### src/rtl/adsub_flags.sv
module adsub_flags #(
  parameter int WIDTH = 32
) (
  input  logic             clk,
  input  logic             rst_n,
  input  logic             in_valid,
  input  logic             op_sub,
  input  logic             use_cin,
  input  logic             carry_in,
  input  logic [WIDTH-1:0] opnd_a,
  input  logic [WIDTH-1:0] opnd_b,
  output logic             out_valid,
  output logic [WIDTH-1:0] result,
  output logic             flag_n,
  output logic             flag_z,
  output logic             flag_c,
  output logic             flag_v
);
  localparam int MSB = WIDTH - 1;

  logic [WIDTH-1:0] b_eff;
  logic             cin_eff;
  logic [WIDTH:0]   sum_ext;
  logic             ovf;

  assign b_eff   = op_sub ? ~opnd_b : opnd_b;
  assign cin_eff = use_cin ? carry_in : op_sub;
  assign sum_ext = {1'b0, opnd_a} + {1'b0, b_eff} + {{WIDTH{1'b0}}, cin_eff};
  assign ovf     = (opnd_a[MSB] == b_eff[MSB]) && (sum_ext[MSB] != opnd_a[MSB]);

  always_ff @(posedge clk or negedge rst_n) begin
    if (!rst_n) begin
      out_valid <= 1'b0;
      result    <= '0;
      flag_n    <= 1'b0;
      flag_z    <= 1'b0;
      flag_c    <= 1'b0;
      flag_v    <= 1'b0;
    end else begin
      out_valid <= in_valid;
      if (in_valid) begin
        result <= sum_ext[MSB:0];
        flag_n <= sum_ext[MSB];
        flag_z <= ~|sum_ext[MSB:0];
        flag_c <= sum_ext[WIDTH];
        flag_v <= ovf;
      end
    end
  end
endmodule

### config.mk
export PLATFORM = sky130hd
export DESIGN_NAME = adsub_flags
export DESIGN_NICKNAME = d
export VERILOG_FILES = /design/src/rtl/adsub_flags.sv
export SDC_FILE = /design/constraint.sdc
export NUM_CORES = 1
export LEC_CHECK = 0
export CORE_ASPECT_RATIO = 0.8
export CORE_MARGIN = 5
export CORE_UTILIZATION = 45
export DETAILED_ROUTE_END_ITERATION = 12
export GPL_TIMING_DRIVEN = 0
export PLACE_DENSITY = 0.75
export SLEW_MARGIN = 10
export SYNTH_ARGS = -nofsm -noshare
export SYNTH_HDL_FRONTEND = slang
export SYNTH_SLANG_ARGS = --single-unit
### constraint.sdc
create_clock -name clk -period 1.1 [get_ports clk]
set_input_delay 0.33 -clock clk [delete_from_list [all_inputs] [get_ports clk]]
set_output_delay 0.33 -clock clk [all_outputs]
set_load 0.02 [all_outputs]
; ---- After elaboration in Yosys (flattened, before gate mapping)
; Cells that the tools add are included.
; W data, S select, Z words.
[totals]
register_bits = 37
latch_bits = 0
ramBits = 0
rom_bits = 0
in_bits = 70
output_inout_bits = 37
word_cells = 16
memories = 0
[classes]
addsub = 2
multipliers = 0
div_mod_pow = 0
n_lt_le_gt_ge = 0
eq_ne = 2
n_shift = 0
n_mux = 2
bitwise_logic = 1
n_reduce_logical = 3
[op_table]
columns = operator, n
row1 = $add A32 B32 Y33, 1
row2 = $add A33 B1 Y33, 1
row3 = $mux W32, 1
row4 = $not A32 Y32, 1
row5 = $reduce_or A32 Y1, 1
row6 = $eq A1 B1 Y1, 1
row7 = $logic_and A1 B1 Y1, 1
row8 = $logic_not A1 Y1, 1
row9 = $mux W1, 1
row10 = $ne A1 B1 Y1, 1

; ---- Logic depth before layout (Yosys ltp)
[depth]
word_depth = 6
mapped_depth = 15
ltp_nobuf = 13

; ---- Worst setup path after synthesis
; OpenSTA, ideal clock, no wires.
[synth_timing]
path_kind = input to register
startpoint = in op_sub
endpoint = reg flag_z
setup_time_ns = 0.075
t_arrival_ns = 3.922
t_required_ns = 1.025
setup_slack_ns = -2.897
stages = 15
path_buffers = 2
cell_sequence = clkbuf_1 clkbuf_1 xnor2_1 fa_1 fa_1 nor2b_1 o21a_1 a211o_4 a31oi_4 xnor2_1 or3_1 or4_1 nor4_2 nand4_1 o2bb2ai_2
[synth_via]
elab_chain_len = 5
elab_cells_between_ends = 6
classes_between = add/sub (2) / mux (2) / reduce/logical (2)
[synth_lines]
columns = element, line_no
row1 = from (decl), 7  ; input logic op_sub,
row2 = $mux W32, 26  ; assign b_eff = op_sub ? ~opnd_b : opnd_b;
row3 = $add A32 B32 Y33, 28  ; assign sum_ext = {1'b0, opnd_a} + {1'b0, b_eff} + {{WIDTH{1'b0}}, cin_eff};
row4 = $add A33 B1 Y33 (*), 28
row5 = $reduce_or A32 Y1 (*), 44  ; flag_z <= ~|sum_ext[MSB:0];
row6 = $logic_not A1 Y1 (*), 44
row7 = to (signal assigned), 44
row8 = to (decl), 15  ; output logic flag_z,
; Every way passes the cells marked *; elsewhere a longest branch is shown, timed or not.
; A chain may end at the register's enable or synchronous reset.

; ---- Final worst setup path
; Ends and elaborated chain as after synthesis.

==> flow_summary.rst <==
.. list-table::
   :header-rows: 1

   * - Metric
     - Value
   * - Violation count after the first detailed-route iteration
     - around 380
   * - Final Util
     - 0.848
   * - Total of warnings raised by yosys
     - 0
   * - PnR worst setup slack
     - -2480 ps
   * - Pin count of the biggest net entering global routing
     - 29
   * - EDFF count, synth
     - 0
   * - Proportion of netlist area held by the largest area contributor
     - 0.257
   * - Count of final hold-check violations
     - 0
   * - Met2 layer usage reported by global route
     - 0.496
   * - Status
     - complete, but fails checks
   * - GRT Util Overall
     - 0.275
   * - Library cell with the highest instance count after synthesis
     - xor2_1
   * - Crit path capture type
     - flip-flop
   * - Tightest slew margin relative to the limit
     - 0.407
   * - RSZ-0062 raised after global routing
     - true
   * - Worst ir drop on vdd
     - between 700 and 800 uV
   * - Met3 track demand over resource
     - 0.0578
   * - Maximum buffer depth of the clock tree
     - 2
   * - Overall die height
     - 89.0 microns
   * - Routability cong.
     - just over 0.9
   * - Final Instance Area
     - 6360 sq um
   * - Global-route layer with the greatest usage
     - met2
   * - Htree depth
     - 2
   * - Core Footprint
     - 7500 sq um
   * - Final count of negative-setup-slack endpoints
     - about 70
   * - Detailed-placement wirelength estimate
     - about 8500 microns
   * - Antenna diodes
     - 0
   * - Slowest stage delay, CP
     - 510 ps
   * - Effective utilization at floorplan
     - 0.468
   * - Post-synthesis cell count
     - 391
   * - Avg Synthesized Cell Area
     - around 9 sq um
   * - Leading area contributor after synthesis
     - dfrtp_1
   * - Worst-Skew Late Latency
     - 310 ps
   * - Type of the tightest min-delay check
     - in -> async
   * - Synthesis-to-layout area growth
     - 81.1%
   * - Worst path required time
     - 1340 ps
   * - Register bit total from synthesis
     - 36
   * - Via count of the first global-routing pass
     - 4229
   * - Worst hold-check slack
     - 399 ps
   * - Root buffer cell
     - clkbuf_8
   * - Cell variety after synth
     - 54
   * - Chain of cells forming the critical path
     - clkbuf_16 > clkbuf_16 > xnor2_4 > fa_2 > fa_2 > nor2b_1 > o21a_1 > a211o_4 > a31oi_4 > xnor2_2 > or3_1 > or4_4 > nor4_4 > nand4_1 > o2bb2ai_2
   * - Routed via count
     - 4234
   * - Maximum fanout along the worst path
     - 5
   * - Placement Rows
     - 28
   * - Avg WL per Cell
     - 21.6 microns
   * - Data arrival, critical path
     - 3820 ps
   * - Worst path top cell family by delay
     - simple AND/OR/NAND/NOR gates
   * - CP startpoint kind
     - primary input
   * - Number of ports placed on the die boundary
     - approximately 110
   * - Die area
     - 9680 sq um
   * - Count of maximum capacitance violations
     - 0
   * - Least-Margin Pin Slew
     - 890 ps
   * - Critical path type
     - in -> reg
   * - Leading cell types by total area after synthesis
     - dfrtp_1, ha_1, xor2_1
   * - Max-slew violation count
     - 0
   * - Final layout net count
     - about 700
   * - Global route overflow
     - 0
   * - Count of nets left with antenna violations after detail routing
     - 0
   * - Port Buf Inserts
     - 105
   * - Clock buffers created by TritonCTS
     - 5
   * - First-pass GRT wire length
     - between 20000 and 25000 microns
   * - Met1 Use GR
     - 0.328
   * - Total clock sinks
     - 36
   * - Routed wire length
     - 15000 microns
   * - Max Clk Rate
     - 0.279 GHz
   * - Buffers plus inverters on the worst setup path
     - 2
   * - Detail-routed via count per cell
     - roughly 6.1
   * - Slowest cell on the critical path
     - or4_4
   * - Iteration count of the initial detailed-routing pass
     - 5
   * - Static Leak
     - 2.84 nW
   * - Die Span X
     - 109 microns
   * - Area of the mapped netlist
     - 3510 sq um
   * - Syn Nets
     - slightly below 500
   * - Fraction of layout instances using a drive strength above 1
     - 0.458
   * - Number of inserted filler cells in the final layout
     - 398
   * - Clock slew at the register clock pins of the worst setup and hold paths
     - 100 ps
   * - Power density over the cells
     - 1540 nW/um^2
   * - Most used flip-flop cell after synthesis
     - dfrtp_1
   * - Area of placed instances
     - between 4000 and 5000 sq um
   * - Final routed DRC violation total
     - 0
   * - Sequential fraction of the synthesis area
     - 0.257
   * - Crit path time final
     - 3580 ps
   * - Violated checks
     - setup timing
   * - CTS tree
     - yes
   * - Initial antenna violation count
     - 0
   * - Final period utilization
     - 3.26
   * - Post-synth top cells
     - xor2_1, dfrtp_1, ha_1
   * - Fraction of synthesis flops using an asynchronous set or reset pin
     - 1.00
   * - Worst-case clock skew
     - 0 ps
## through the flow
| step | power (mW) | worst slack, ps | setup TNS (ps) | instances |
|---|---|---|---|---|
| after floorplan | 4.59 | -2430 | -51040 | 391 |
| after global placement | 6.26 | -3080 | -114380 | 601 |
| after detailed placement | 6.37 | -3110 | -72270 | 602 |
| after CTS | 8.83 | -2320 | -51750 | 675 |
| after global routing | 10.1 | -2590 | -59920 | 694 |
| final | 9.77 | -2480 | -56680 | 694 |
## state kept, by name, summed over array words and instances (netlist names)
signal,flops
flag_z,1
flag_c,1
out_valid,1
result,32
flag_v,1
## cell type report
| type | instances | area [sq um] | area share |
|---|---|---|---|
| Buffer | 13 | 164 | 0.0258 |
| Clock buffer | 5 | 68.8 | 0.0108 |
| Clock inverter | 3 | 23.8 | 0.00374 |
| Inverter | 9 | 33.8 | 0.00531 |
| Multi-Input combinational cell | 327 | 3170 | 0.499 |
| Sequential cell | 36 | 901 | 0.142 |
| Tap cell | 105 | 131 | 0.0207 |
| Timing Repair Buffer | 196 | 1860 | 0.293 |
## metal layers
| metal | vias to the layer above | wire [microns] |
|---|---|---|
| li1 | 1820 | - |
| met3 | 72 | 1300 |
| met1 | 2042 | 5710 |
| met5 | - | 0 |
| met2 | 300 | 7260 |
| met4 | 0 | 732 |
## logic make-up after synthesis
logic type	Yosys count	synth area share
muxes	28	0.0887
adders and majority gates	33	0.122
and+or+nand+nor	102	0.147
AOI/OAI and AO/OA	107	0.212
xor gates and xnor gates	57	0.142
buffers and inverters	28	0.0314
DFF	36	0.257
## power by group
| part | internal (mW) | total (mW) | switching (mW) |
|---|---|---|---|
| Sequential | 1.75 | 2.14 | 0.391 |
| Clock | 0.451 | 1.10 | 0.649 |
| Combinational | 3.42 | 6.53 | 3.11 |
## worst paths after layout
kind                                  from    endpoint  slack (ps)  cells after the start
worst min register to register      flag_v      flag_v         520                      2
worst max-delay path                op_sub      flag_z       -2480                     15
worst max register to register  result[21]  result[21]          80                      3
worst min-delay path                 rst_n  result[22]         400                      2
max in group asynchronous            rst_n  result[26]         250                      3
min in group clk                    flag_v      flag_v         520                      2
## worst register-to-register path, stage by stage (launching register included)
cell and delay, ps:
dfrtp_1 400, buf_4 140, buf_4 120, mux2_4 250
## repair_timing
item | 4_1_cts | 5_1_grt
hold buffers | 1 | 0
resized for setup | 357 | 38
setup buffers | 69 | 22
endpoints found under the setup margin | 72 | 72
cloned | 1 | 0
pin swaps | 59 | 22
endpoints found under the hold margin | 8 | 0
## layout by cell type, fill, tap and decap left out, drive strengths merged, types with 4 or more instances in the layout
cell,synthesis,final
clkbuf,16,16
xor2,43,43
nand4,5,5
nor2,21,21
a21oi,26,26
nand3,18,18
ha,31,31
buf,3,131
mux2,25,25
clkdlybuf4s50,0,52
dfrtp,36,36
dlygate4sd2,0,13
a21o,15,15
o21bai,6,6
nor3,8,8
and2,4,4
a31oi,6,6
o21ai,20,20
nand2,24,24
nor2b,6,6
inv,9,9
xnor2,14,14
Power figures use the tool's default switching activity.
